## src/rtl/chmc_pkg.sv

```systemverilog
package chmc_pkg;
  typedef enum logic [1:0] {
    MODE_STBY = 2'b00,
    MODE_PIN  = 2'b01,
    MODE_ON   = 2'b10,
    MODE_OFF  = 2'b11
  } chan_mode_e;
endpackage

```

## src/rtl/chmc_sync.sv

```systemverilog
module chmc_sync #(
  parameter int W      = 1,
  parameter int STAGES = 2
) (
  input  logic         clk,
  input  logic         rst_n,
  input  logic [W-1:0] d,
  output logic [W-1:0] q
);
  logic [W-1:0] stage_q [STAGES];

  always_ff @(posedge clk or negedge rst_n) begin
    if (!rst_n) begin
      for (int i = 0; i < STAGES; i++) stage_q[i] <= '0;
    end else begin
      stage_q[0] <= d;
      for (int i = 1; i < STAGES; i++) stage_q[i] <= stage_q[i-1];
    end
  end

  assign q = stage_q[STAGES-1];
endmodule

```

## src/rtl/chmc_ctrl_reg.sv

```systemverilog
module chmc_ctrl_reg #(
  parameter int REG_W = 16
) (
  input  logic             clk,
  input  logic             rst_n,
  input  logic             rst_pin_n,
  input  logic             limp_s,
  input  logic             wr_valid,
  output logic             wr_ready,
  input  logic [REG_W-1:0] wr_data,
  output logic [REG_W-1:0] ctrl_q,
  output logic             xfer_err_set
);
  logic limp_q;

  assign wr_ready = rst_pin_n && !limp_s;

  always_ff @(posedge clk or negedge rst_n) begin
    if (!rst_n) begin
      ctrl_q <= '1;
      limp_q <= 1'b0;
    end else begin
      limp_q <= limp_s;
      if (!rst_pin_n || limp_s) ctrl_q <= '1;
      else if (wr_valid)        ctrl_q <= wr_data;
    end
  end

  assign xfer_err_set = limp_q && !limp_s;
endmodule

```

## src/rtl/chmc_chan_slice.sv

```systemverilog
module chmc_chan_slice
  import chmc_pkg::*;
#(
  parameter bit LIMP_ROUTED = 1'b0
) (
  input  chan_mode_e mode,
  input  logic       pin_lvl,
  input  logic       limp_on,
  input  logic       rst_hold,
  input  logic       fault,
  output logic       gate,
  output logic       diag,
  output logic       stby
);
  logic mode_gate;

  always_comb begin
    unique case (mode)
      MODE_PIN: mode_gate = pin_lvl;
      MODE_ON:  mode_gate = 1'b1;
      default:  mode_gate = 1'b0;
    endcase
  end

  always_comb begin
    gate = 1'b0;
    diag = 1'b0;
    stby = 1'b0;
    if (limp_on) begin
      gate = LIMP_ROUTED ? pin_lvl : 1'b0;
    end else if (!rst_hold) begin
      gate = mode_gate && !fault;
      stby = (mode == MODE_STBY);
      diag = (mode == MODE_OFF) || ((mode == MODE_PIN) && !gate);
    end
  end
endmodule

```

## src/rtl/chan_mode_ctrl.sv

```systemverilog
module chan_mode_ctrl
  import chmc_pkg::*;
#(
  parameter int NUM_CH      = 8,
  parameter int NUM_PIN     = 4,
  parameter int SYNC_STAGES = 2
) (
  input  logic                clk,
  input  logic                rst_n,
  input  logic                rst_pin_n,
  input  logic [NUM_PIN-1:0]  drv_pins,
  input  logic                limp_req,
  input  logic [NUM_CH-1:0]   fault_latched,
  input  logic                wr_valid,
  output logic                wr_ready,
  input  logic [2*NUM_CH-1:0] wr_data,
  output logic [NUM_CH-1:0]   gate_en,
  output logic [NUM_CH-1:0]   diag_en,
  output logic [NUM_CH-1:0]   standby,
  output logic                sleep,
  output logic                xfer_err_set
);
  localparam int REG_W = 2 * NUM_CH;

  logic [NUM_PIN-1:0] pins_s;
  logic               limp_s;
  logic [REG_W-1:0]   ctrl_q;

  chmc_sync #(.W(NUM_PIN + 1), .STAGES(SYNC_STAGES)) u_sync (
    .clk   (clk),
    .rst_n (rst_n),
    .d     ({limp_req, drv_pins}),
    .q     ({limp_s, pins_s})
  );

  chmc_ctrl_reg #(.REG_W(REG_W)) u_reg (
    .clk          (clk),
    .rst_n        (rst_n),
    .rst_pin_n    (rst_pin_n),
    .limp_s       (limp_s),
    .wr_valid     (wr_valid),
    .wr_ready     (wr_ready),
    .wr_data      (wr_data),
    .ctrl_q       (ctrl_q),
    .xfer_err_set (xfer_err_set)
  );

  for (genvar k = 0; k < NUM_CH; k++) begin : g_chan
    chmc_chan_slice #(.LIMP_ROUTED(k < NUM_PIN)) u_slice (
      .mode     (chan_mode_e'(ctrl_q[2*k +: 2])),
      .pin_lvl  (pins_s[k % NUM_PIN]),
      .limp_on  (limp_s),
      .rst_hold (!rst_pin_n),
      .fault    (fault_latched[k]),
      .gate     (gate_en[k]),
      .diag     (diag_en[k]),
      .stby     (standby[k])
    );
  end

  assign sleep = !limp_s && (!rst_pin_n || (&standby));
endmodule

```

## config.mk

```make
export PLATFORM = sky130hd
export DESIGN_NAME = chan_mode_ctrl
export DESIGN_NICKNAME = d
export VERILOG_FILES = /design/src/rtl/chmc_pkg.sv /design/src/rtl/chmc_sync.sv /design/src/rtl/chmc_ctrl_reg.sv /design/src/rtl/chmc_chan_slice.sv /design/src/rtl/chan_mode_ctrl.sv
export SDC_FILE = /design/constraint.sdc
export NUM_CORES = 1
export LEC_CHECK = 0
export BUFFER_PORTS_ARGS = -buffer_cell sky130_fd_sc_hd__buf_2
export CAP_MARGIN = 20
export CORE_ASPECT_RATIO = 1.1
export CORE_UTILIZATION = 48
export CTS_BUF_LIST = sky130_fd_sc_hd__clkbuf_4 sky130_fd_sc_hd__clkbuf_8
export DETAILED_ROUTE_END_ITERATION = 6
export PLACE_DENSITY = 0.82
export SYNTH_ARGS = -nofsm -noshare
export SYNTH_HDL_FRONTEND = slang
export SYNTH_HIERARCHICAL = 1
export SYNTH_SLANG_ARGS = --single-unit
```

## constraint.sdc

```tcl
create_clock -name clk -period 1.3 [get_ports clk]
set_clock_uncertainty 0.1 [all_clocks]
set_input_delay 0 -clock clk [delete_from_list [all_inputs] [get_ports clk]]
set_output_delay 0 -clock clk [all_outputs]
set_load 0.02 [all_outputs]
```

==> PnR_summary.wiki <==
{| class="wikitable"
! Metric !! Value
|-
| Worst rel slew slack || 0.581
|-
| Post-layout instance count excluding filler cells || 381
|-
| # port buffers || 59
|-
| Final critical-path setup slack || -0.566 ns
|-
| Run status || finished with violations
|-
| Category of cells accounting for the largest share of critical-path delay || flip-flops
|-
| Largest driver fanout on the critical path || 2
|-
| Timing-limited maximum frequency || 0.536 GHz
|-
| Number of distinct library cell variants in the gate-level netlist after synthesis || 23
|-
| Static Leakage || 1.74 nW
|-
| Nets in the synthesized netlist || 260
|-
| Top cells by area, synth || sky130_fd_sc_hd__dfstp_2 (21%), sky130_fd_sc_hd__ha_1 (20%), sky130_fd_sc_hd__dfrtp_1 (14%), sky130_fd_sc_hd__mux2i_1 (8.0%), sky130_fd_sc_hd__nand2b_4 (5.5%)
|-
| Number of fill cells in the layout || 157
|-
| CTS clock-pin slew for the worst setup and hold paths || 0.10 ns
|-
| Max-slew violation count || 0
|-
| Num CTS Buffers || 3
|-
| TritonCTS clock tree || built
|-
| Core Area || 0.00399 sq mm
|-
| Area of all sequential standard cells || 696 sq um
|-
| Met3 Use GR || 0.0313
|-
| Power Density || 589 mW/mm^2
|-
| Largest incremental delay on the critical path || 0.55 ns
|-
| Design Area, Final || 0.00362 sq mm
|-
| Detailed Route WL || 7.46 mm
|-
| First-pass GRT wire length || 10.5 mm
|-
| Yosys reg bits || 27
|-
| Largest net degree at the start of global routing || 28
|-
| FFs w/ async S/R, synth || 1.00
|-
| Transition time at the pin with the least slew margin || 0.629 ns
|-
| Cell count after synthesis || 195
|-
| Diode count || 0
|-
| Starting density of the core || 0.502
|-
| EDFF count, synth || 0
|-
| CP arrival || 1.77 ns
|-
| Combined area of all synthesized cells || 0.00200 sq mm
|-
| Hold slack || 0.0935 ns
|-
| Most frequent cells after synthesis || sky130_fd_sc_hd__ha_1 (32), sky130_fd_sc_hd__inv_1 (21), sky130_fd_sc_hd__nand2_1 (20)
|-
| Endpoints failing setup || 35
|-
| Htree depth || 1
|-
| Crit path required time || 1.20 ns
|-
| Remaining routing DRC violations || 0
|-
| Multi-input gate area || 0.00157 sq mm
|-
| Combined buffer and inverter count along the critical path || 3
|-
| Average vias per placed instance || 5.28
|-
| Worst setup path class || reg -> out
|-
| Proportion of synthesized chip area in sequential cells || 0.347
|-
| Number of optimization iterations in the first detailed-route pass || 4
|-
| Post-route fraction of the period consumed by the critical path || 1.44
|-
| YS warnings || 6
|-
| Layout Nets || 395
|-
| Max_cap viols || 0
|-
| Worst vdd ir || 0.497 mV
|-
| GRT Overall Usage || 0.312
|-
| Count of boundary I/O pins || 60
|-
| Synth Area in Compound Gates || 0.0987
|-
| Routed wire per std cell || 19.6 um
|-
| Antenna violations before repair || 0
|-
| Cell at the slowest stage of the critical path || sky130_fd_sc_hd__dfstp_2
|-
| Crit path time final || 1.87 ns
|-
| Die Area || 0.00444 sq mm
|-
| Area of placed instances || 0.00292 sq mm
|-
| Post-Syn Area per Cell || 10.3 sq um
|-
| Final-layout setup total negative slack || -10.24 ns
|-
| Worst reg-to-reg setup slack || -0.05 ns
|-
| Clock Path Buffers || 2
|-
| Grt total ovfl || 0
|-
| Met2 Usage GRT || 0.576
|-
| Dominant synthesized flop cell || sky130_fd_sc_hd__dfstp_2
|-
| Cell breakdown of the critical path || inv_2 > buf_4 > ha_1 > nor2_1 > o21a_1 > o21a_2 > buf_6
|-
| Cell with the most instances after synthesis || sky130_fd_sc_hd__ha_1
|-
| Vias || 2010
|-
| Share of synthesized cell area in and, or, nand and nor gates || 0.194
|-
| Total Power || 2.13 mW
|-
| Area grow syn2layout || 80.8%
|-
| Startpoint class of the critical path || register
|-
| Clock latency on the worst-skew pair || 0.28 ns
|-
| Xor/xnor cell area share of the yosys netlist || 0
|-
| Number of violations reported at the end of detailed-routing iteration 0 || 122
|-
| Multiplexer share of the synthesized area || 0.0800
|-
| Hold/Removal Path Class || in -> reg
|-
| Global-route track usage on met1 || 0.357
|-
| Final weighted congestion of routability-driven global placement || 0.772
|-
| Final Hold Fails || 0
|-
| Chip height || 69.8 um
|-
| Detailed placement HPWL || 3.74 mm
|-
| Remaining antenna violation count || 0
|-
| Horizontal die dimension || 63.6 um
|-
| Library cell used as clock root buffer || sky130_fd_sc_hd__clkbuf_8
|-
| Vias in the first global route || 2170
|-
| Placement Rows || 24
|-
| Failing checks || setup timing
|-
| Fraction of layout cells with a size suffix above 1 || 0.681
|-
| Most heavily used metal layer in global routing || met2
|-
| Setup repair after global routing missed its margin || true
|-
| Number of sinks driven by the clock tree || 27
|-
| CP Capture Type || output pin
|-
| Post-Place Cells || 343
|-
| Library cell with the largest summed area after synthesis || sky130_fd_sc_hd__dfstp_2
|-
| Adder-cell share of the synthesized area || 0.200
|-
| Largest family of logic cells by synthesized area || adder cells
|-
| Area share of the largest cell type after synthesis || 0.210
|}
-- logic make-up (layout without fill, tap and decap cells) --
group	count (synthesis)	in the layout
AOI/OAI and AO/OA	29	29
adders and majority gates	32	32
DFF	27	27
muxes	16	16
buffers and inverters	30	164
and+or+nand+nor	61	61
-- worst min-delay path, delay by kind of cell --
kind	cells	cell delay (ns)
simple gates	1	0.06
buf+inv	2	0.29
mux	1	0.09
-- layout make-up --
cell class	count	area share
multi-input cells	138	0.433
repair buffers	139	0.319
flip-flops and latches	27	0.192
inverters	21	0.0245
well taps	52	0.0180
clock buffers	4	0.0135
-- power by group --
part / switching [mW] / internal [mW]
clock: 0.277 / 0.241
combinational: 0.342 / 0.356
sequential: 0.0315 / 0.887
total: 0.651 / 1.48
-- path summary, 6_finish.rpt --
check / startpoint / cells after the start / endpoint
worst min register to register: u_sync/stage_q[8]$_DFF_PN0_ / 0 / u_sync/q[3]$_DFF_PN0_
max in group asynchronous: rst_n / 2 / u_sync/stage_q[7]$_DFF_PN0_
min in group asynchronous: rst_n / 2 / u_sync/stage_q[5]$_DFF_PN0_
worst max register to register: u_sync/q[4]$_DFF_PN0_ / 6 / u_reg/ctrl_q[14]$_DFFE_PN1P_
worst max-delay path: u_reg/ctrl_q[4]$_DFFE_PN1P_ / 7 / diag_en[2]
worst min-delay path: wr_valid / 4 / u_reg/ctrl_q[8]$_DFFE_PN1P_
-- through the flow --
stage | setup slack (ns) | util
4_1_cts | -0.499 | 0.873
3_3_place_gp | -0.191 | 0.731
5_1_grt | -0.617 | 0.907
3_5_place_dp | -0.214 | 0.731
6_report | -0.566 | 0.907
2_1_floorplan | -0.168 | -
-- metal layers --
layer / vias up / part of all wire / wire length [um]
met4: 0 / 0.034 / 253
li1: 912 / - / -
met5: - / 0 / 0
met1: 993 / 0.38 / 2850
met2: 82 / 0.55 / 4110
met3: 23 / 0.032 / 242
-- timing repair --
action,4_1_cts,5_1_grt
setup buffers,7,9
endpoints found under the setup margin,27,27
hold endpoints to repair,32,0
resized for setup,73,26
pin swaps,18,10
hold buffers,22,0
-- state kept, by name, summed over array words and instances (netlist names) --
signal,count
u_reg/limp_q,1
u_sync/stage_q,5
u_reg/ctrl_q,16
u_sync/q,5
-- cells in the final DEF, fill, tap and decap left out, drive strengths merged, types with 8 or more instances in the layout --
cell,instances
buf,117
ha,32
dlygate4sd3,22
inv,21
nand2,20
mux2i,16
dfstp,16
nor2,13
o21ai,12
dfrtp,11
o21a,9
nand2b,8
Note: power is estimated with default switching activity, not from simulation.
